`src/rtl/wdog_pkg.sv`:
```
package wdog_pkg;

  // Clock source of the high-order counter
  typedef enum logic {
    SRC_CASCADE  = 1'b0,
    SRC_PRESCALE = 1'b1
  } hi_src_e;

endpackage

```
`src/rtl/wdog_prescaler.sv`:
```
module wdog_prescaler #(
  parameter int PRE_W = 8
) (
  input  logic clk,
  input  logic rst,
  output logic tick
);

  logic [PRE_W-1:0] div_q;

  // Free-running divider; never reloaded by the bus
  always_ff @(posedge clk) begin
    if (rst) div_q <= '0;
    else     div_q <= div_q + 1'b1;
  end

  assign tick = &div_q;

  AST_PRE_WRAP: assert property (@(posedge clk) disable iff (rst)
    tick |=> (div_q == '0));

endmodule

```
`src/rtl/wdog_downcnt.sv`:
```
module wdog_downcnt #(
  parameter int W = 4
) (
  input  logic         clk,
  input  logic         rst,
  input  logic         load,
  input  logic         en,
  output logic [W-1:0] cnt,
  output logic         uf
);

  localparam logic [W-1:0] TOP = '1;

  always_ff @(posedge clk) begin
    if (rst)       cnt <= TOP;
    else if (load) cnt <= TOP;
    else if (en)   cnt <= cnt - 1'b1;
  end

  // Underflow: a step taken from zero; a reload in the same cycle wins
  assign uf = en & ~load & (cnt == '0);

  AST_CNT_HOLD: assert property (@(posedge clk) disable iff (rst)
    (!load && !en) |=> $stable(cnt));
  AST_CNT_WRAP: assert property (@(posedge clk) disable iff (rst)
    uf |=> (cnt == TOP));

endmodule

```
`src/rtl/wdog_ctrl_reg.sv`:
```
module wdog_ctrl_reg
  import wdog_pkg::*;
#(
  parameter int DW      = 8,
  parameter int SEL_BIT = 7,
  parameter int STP_BIT = 6
) (
  input  logic          clk,
  input  logic          rst,
  input  logic          wr,
  input  logic          rd,
  input  logic [DW-1:0] wdata,
  output logic [DW-1:0] rdata,
  output hi_src_e       src,
  output logic          stop_dis,
  output logic          running
);

  logic [DW-1:0] rd_word;

  // Read image: selection and flag at their positions, other bits one
  for (genvar i = 0; i < DW; i++) begin : g_rd_bit
    if (i == SEL_BIT) begin : g_sel
      assign rd_word[i] = src;
    end else if (i == STP_BIT) begin : g_stp
      assign rd_word[i] = stop_dis;
    end else begin : g_pad
      assign rd_word[i] = 1'b1;
    end
  end

  always_ff @(posedge clk) begin
    if (rst) begin
      running  <= 1'b0;
      src      <= SRC_CASCADE;
      stop_dis <= 1'b0;
      rdata    <= '0;
    end else begin
      if (wr) begin
        running <= 1'b1;
        src     <= hi_src_e'(wdata[SEL_BIT]);
        if (wdata[STP_BIT]) stop_dis <= 1'b1;
      end
      if (rd) rdata <= rd_word;
    end
  end

  AST_RUN_STICKY: assert property (@(posedge clk) disable iff (rst)
    running |=> running);
  AST_STOP_STICKY: assert property (@(posedge clk) disable iff (rst)
    stop_dis |=> stop_dis);
  AST_RD_SEL: assert property (@(posedge clk) disable iff (rst)
    rd |=> (rdata[SEL_BIT] == $past(src)));
  AST_RD_HOLD: assert property (@(posedge clk) disable iff (rst)
    !rd |=> $stable(rdata));

endmodule

```
`src/rtl/wdog_cascade.sv`:
```
module wdog_cascade
  import wdog_pkg::*;
#(
  parameter int PRE_W   = 8,
  parameter int LO_W    = 4,
  parameter int HI_W    = 7,
  parameter int DW      = 8,
  parameter int SEL_BIT = 7,
  parameter int STP_BIT = 6
) (
  input  logic          clk,
  input  logic          rst,
  input  logic          bus_sel,
  input  logic          bus_we,
  input  logic          bus_re,
  input  logic [DW-1:0] bus_wdata,
  output logic [DW-1:0] bus_rdata,
  output logic          nmi_req,
  output logic          stop_dis
);

  logic            wr, rd, tick, running;
  logic            lo_en, lo_uf, hi_en, hi_uf;
  logic [LO_W-1:0] lo_cnt;
  logic [HI_W-1:0] hi_cnt;
  hi_src_e         src;

  assign wr = bus_sel & bus_we;
  assign rd = bus_sel & bus_re;

  wdog_prescaler #(.PRE_W(PRE_W)) i_pre (
    .clk (clk),
    .rst (rst),
    .tick(tick)
  );

  wdog_ctrl_reg #(.DW(DW), .SEL_BIT(SEL_BIT), .STP_BIT(STP_BIT)) i_reg (
    .clk     (clk),
    .rst     (rst),
    .wr      (wr),
    .rd      (rd),
    .wdata   (bus_wdata),
    .rdata   (bus_rdata),
    .src     (src),
    .stop_dis(stop_dis),
    .running (running)
  );

  assign lo_en = running & tick;
  assign hi_en = running & ((src == SRC_PRESCALE) ? tick : lo_uf);

  wdog_downcnt #(.W(LO_W)) i_lo (
    .clk (clk),
    .rst (rst),
    .load(wr),
    .en  (lo_en),
    .cnt (lo_cnt),
    .uf  (lo_uf)
  );

  wdog_downcnt #(.W(HI_W)) i_hi (
    .clk (clk),
    .rst (rst),
    .load(wr),
    .en  (hi_en),
    .cnt (hi_cnt),
    .uf  (hi_uf)
  );

  always_ff @(posedge clk) begin
    if (rst) nmi_req <= 1'b0;
    else     nmi_req <= hi_uf;
  end

  AST_NMI_PULSE: assert property (@(posedge clk) disable iff (rst)
    nmi_req |=> !nmi_req);
  AST_RELOAD: assert property (@(posedge clk) disable iff (rst)
    wr |=> (lo_cnt == '1 && hi_cnt == '1));
  AST_IDLE_QUIET: assert property (@(posedge clk) disable iff (rst)
    !running |=> !nmi_req);

endmodule

```
`config.mk`:
```
export PLATFORM = sky130hd
export DESIGN_NAME = wdog_cascade
export DESIGN_NICKNAME = d
export VERILOG_FILES = /design/src/rtl/wdog_pkg.sv /design/src/rtl/wdog_prescaler.sv /design/src/rtl/wdog_downcnt.sv /design/src/rtl/wdog_ctrl_reg.sv /design/src/rtl/wdog_cascade.sv
export SDC_FILE = /design/constraint.sdc
export NUM_CORES = 1
export LEC_CHECK = 0
export BUFFER_PORTS_ARGS = -buffer_cell sky130_fd_sc_hd__clkbuf_2
export CAP_MARGIN = 0
export CORE_UTILIZATION = 45
export DETAILED_ROUTE_END_ITERATION = 7
export PLACE_DENSITY_LB_ADDON = 0.3
export SETUP_SLACK_MARGIN = 0.15
export SYNTH_ARGS = -nofsm -noshare
export SYNTH_HDL_FRONTEND = slang
export SYNTH_HIERARCHICAL = 1
export SYNTH_SLANG_ARGS = --single-unit
```
`constraint.sdc`:
```
create_clock -name clk -period 5.9 [get_ports clk]
set_input_delay 0.295 -clock clk [delete_from_list [all_inputs] [get_ports clk]]
set_output_delay 0.295 -clock clk [all_outputs]
set_load 0.01 [all_outputs]
```
Word level (Yosys, flattened, before mapping):

Cells that the tools add are included.

* register bits after elaboration: 31

* add/sub/neg operators: 3
* multiplexer cells: 1
* bitwise logic cells: 9
* reduce and logical (&&, ||, !) cells: 5

Operators with widths (number)
* 8-bit by 1-bit adder with 8-bit output, second input constant: 1
* 1-bit bitwise AND: 8
* 8-bit AND reduction: 1
* 7-bit zero test: 1
* 7-bit by 1-bit subtractor with 7-bit output, second input constant: 1
* 4-bit zero test: 1
* 4-bit by 1-bit subtractor with 4-bit output, second input constant: 1
* 2-bit AND reduction: 1
* 2-bit OR reduction: 1
* 1-bit 2-to-1 mux: 1
* 1-bit NOT: 1

Logic depth before layout (Yosys ltp):

* word-level depth: 8
* mapped depth: 10
* depth with buffers taken out: 10

Hierarchy:

The synthesis kept the hierarchy.

Modules (own cells, without submodules)
* wdog_downcnt at i_hi: instances 1, cells an instance 36, area an instance 325.3 µm²
* wdog_prescaler: instances 1, cells an instance 35, area an instance 321.6 µm²
* wdog_ctrl_reg: instances 1, cells an instance 23, area an instance 222.7 µm²
* wdog_downcnt at i_lo: instances 1, cells an instance 22, area an instance 222.7 µm²
* wdog_cascade: instances 1, cells an instance 7, area an instance 61.3 µm²

Worst setup path before layout:

Ideal clock, no wire load.

* path kind: reg-to-reg
* from: reg i_pre.div_q[0]
* to: reg i_hi.cnt[5]
* arrival: 2.237 ns
* data required time: 5.761 ns
* path slack: 3.525 ns
* stages on the path, launching flop included: 11
* buffers on the path: 0
* period minus slack after synthesis: 2.375 ns
* path through: dfxtp_1 -> ha_1 -> nand3_1 -> nor2_1 -> and2_1 -> and4b_2 -> mux2i_1 -> nor2b_1 -> nor4b_1 -> and3_2 -> o21ai_0

* word-level cells in the longest chain between the ends: 6

Ends and longest elaborated chain
* start, declared: RTL line wdog_prescaler.sv:9 `logic [PRE_W-1:0] div_q;`
* start signal, assigned: RTL line wdog_prescaler.sv:14 `else div_q <= div_q + 1'b1;`
* 8-bit AND reduction: RTL line wdog_prescaler.sv:17 `assign tick = &div_q;`
* via tick: RTL line wdog_cascade.sv:22 `logic wr, rd, tick, running;`
* 1-bit bitwise AND: RTL line wdog_cascade.sv:49 `assign lo_en = running & tick;`
* via lo_en: RTL line wdog_cascade.sv:23 `logic lo_en, lo_uf, hi_en, hi_uf;`
* 1-bit bitwise AND (2 in a row): RTL line wdog_downcnt.sv:21 `assign uf = en & ~load & (cnt == '0);`
* via lo_uf: RTL line wdog_cascade.sv:23
* 1-bit 2-to-1 mux: RTL line wdog_cascade.sv:50 `assign hi_en = running & ((src == SRC_PRESCALE) ? tick : lo_uf);`
* 1-bit bitwise AND: RTL line wdog_cascade.sv:50
* via hi_en: RTL line wdog_cascade.sv:23
* end signal, assigned: RTL line wdog_downcnt.sv:17 `else if (en) cnt <= cnt - 1'b1;`
* end, declared: RTL line wdog_downcnt.sv:8 `output logic [W-1:0] cnt,`

The timed path passes the listed nets, and every way through them passes these cells.
A chain may end at the register's enable or synchronous reset.

Worst setup path after layout:

Same ends and word-level chain as after synthesis.

==> qor.yml <==
worstMarginPinSlew_ns: 0.553
vias_per_cell: 5.13
peakVddDrop_mv: 0.164
synth_cell_type_count: 31
cts_resized: 0
grt_first_pass_wirelength_um: 3080
drc: 0
final_cells: 165
setup_violations: 0
synth_compound_area_frac: 0.0694
period_minus_slack_ns: 2.78
clock_skew_ns: 0.00770
hold_violations: 0
post_cts_buffers: 0
initial_core_util: 0.498
clockBufferDepth: 2
root_buffer: "clkbuf_4"
wl_per_cell_um: 10.4
outcome: "finished, final reports clean"
area_growth_pct: 11.0
final_design_area_no_fill_mm2: 0.00128
p_leak_uw: 0.000557
place_inst: 161
critPathKind: "reg2reg"
cts_buffers: 3
vias: 847
die_w_um: 52.6
netlist_top_cells_area: "dfxtp_1, nor2_1, ha_1"
hpwl_um: 1290
cp-endpoint: "i_hi/cnt[5]$_SDFFE_PP1P_"
arrival_ns: 2.97
gr-total-overflow: 0
pwr_density_cell_mw_per_mm2: 248
cap_violations: 0
ant_nets: 0
postPlaceCellArea_mm2: 0.00123
synth_top_family_by_area: "simple AND/OR/NAND/NOR gates"
ys_warn_count: 6
cp_max_fo: 7
hp-class: "in2reg"
coreArea_mm2: 0.00232
grtUsageTotal: 0.152
synth_top_area_cell: "dfxtp_1"
syn_nets: 141
syn_area_mm2: 0.00115
gp_congestion: 0.755
grt_start_max_net_pins: 20
clock-sinks: 26
die-area_mm2: 0.00277
timing.rr.start: "i_pre/div_q[0]$_SDFF_PP0_"
drt_iter0_markers: 3
setup-tns-final_ns: 0
whs_ns: 0.212
grt_pass1_vias: 733
max_freq_mhz: 359
synth_xor_area_frac: 0.0531
crit_path_start: "i_pre/div_q[0]$_SDFF_PP0_"
synth_seq_cells: 26
crit_path_end_kind: "flip-flop"
final_nets: 156
routed_wl_um: 1720
antenna_found_initial: 0
hold_buffers: 0
maxSlewViolCount: 0
rows: 17
die_h_um: 52.6
antenna_cells: 0
pre_cts_ws_ns: 3.14
syn_area_per_cell_um2: 9.38
muxShareOfSynthArea: 0.0434
numPortBuffers: 16
timing.final.ws_setup_ns: 3.12
synth_fa_ha_area_frac: 0.0542
htreeDepth: 1
io_pins: 23
required_ns: 6.08
rr_worst_depth: 10
n_fill_cell: 211
clk_transition_reported_paths_ns: 0.14
drive_above_1_share: 0.204
syn_inst: 123
r2r_slack_ns: 3.12
rsz0062_at_grt: "false"
yosysSeqAreaShare: 0.451
firstDrtPassIters: 4
post-synth-top-area-fraction: 0.451
cts_tree: "built"
cp-start-kind: "flip-flop"
timing.rr.end: "i_hi/cnt[5]$_SDFFE_PP1P_"
synthSimpleGateAreaFrac: 0.280
maxSlewHeadroom: 0.626
fin_crit_sh: 0.472
clock_latency_ns: 0.31
## layout by cell type, fill, tap and decap left out, types with 4 or more instances in the layout
master and count:
nand2_1 9, xnor2_1 4, ha_1 5, a21oi_1 6, clkbuf_2 16, nor2_1 18, o21ai_0 7, dfxtp_1 26
inv_1 4, mux2i_1 5, nand3_1 4
## metrics by stage
step / power, µW / utilization
2_1_floorplan: 199 / -
3_3_place_gp: 203 / 0.529
3_5_place_dp: 204 / 0.529
4_1_cts: 324 / 0.552
5_1_grt: 334 / 0.552
6_report: 318 / 0.552
## final cells by class
| cell class | instances | area, µm² | share of cell area |
|---|---|---|---|
| Clock buffer | 3 | 22.5 | 0.0176 |
| Clock inverter | 1 | 30.0 | 0.0235 |
| Inverter | 4 | 15.0 | 0.0117 |
| Multi-Input combinational cell | 87 | 577 | 0.451 |
| Sequential cell | 26 | 520 | 0.407 |
| Tap cell | 28 | 35.0 | 0.0274 |
| Timing Repair Buffer | 16 | 80.1 | 0.0626 |
## Yosys cell counts, drive strengths merged
master,number
nand3b,1
xnor2,4
o31ai,1
or3,3
nor2b,3
nand2,9
and3,2
nand3,5
mux2i,5
ha,5
nand4,1
clkbuf,1
nor3b,1
and4b,1
or4,2
and2,3
or4bb,1
a21oi,6
nor2,18
dfxtp,26
o21ai,7
buf,5
inv,4
xor2,3
o211ai,1
nor3,2
or2b,1
nor4b,2
## registers in the layout, summed over array words and instances (netlist names)
register        count
i_hi/cnt            7
i_lo/cnt            4
i_pre/div_q         8
i_reg/rdata         3
i_reg/running       1
i_reg/src           1
i_reg/stop_dis      1
nmi_req             1
## critical path, stage by stage (launching register included)
cell and delay, ns:
dfxtp_1 0.40, ha_1 0.25, nand3_1 0.09, nor2_1 0.14
and2_1 0.28, and4b_2 0.25, mux2i_1 0.06, nor2b_1 0.33
nor4b_1 0.52, and3_2 0.25, o21ai_0 0.07
## metal layers
metal	vias up	track usage	part of all wire
met1	386	0.199	0.53
li1	442	-	-
met4	0	0.0526	0.0081
met5	-	0	0
met2	17	0.249	0.42
met3	2	0.0261	0.039
## where the power goes
group	total (µW)	internal, µW	switching [µW]
Sequential	182	179	3.28
Clock	118	68.6	49.5
Combinational	17.3	7.62	9.68
## worst min path at each step
stage | from | endpoint | cells past startpoint
floorplan | rst | nmi_req$_SDFF_PP0_ | 1
global placement | i_pre/div_q[0]$_SDFF_PP0_ | i_pre/div_q[0]$_SDFF_PP0_ | 1
detailed placement | i_reg/running$_SDFFE_PP0P_ | i_reg/running$_SDFFE_PP0P_ | 2
CTS | bus_wdata[6] | i_reg/stop_dis$_SDFFE_PP0P_ | 3
global route | bus_wdata[6] | i_reg/stop_dis$_SDFFE_PP0P_ | 3
finish | bus_wdata[6] | i_reg/stop_dis$_SDFFE_PP0P_ | 3
## cell families after synthesis
logic type	count (synthesis)
flops	26
buf+inv	10
compound gates	15
xor+xnor	7
mux	5
simple gates	55
fa+ha+maj	5
Power figures use the tool's default switching activity.
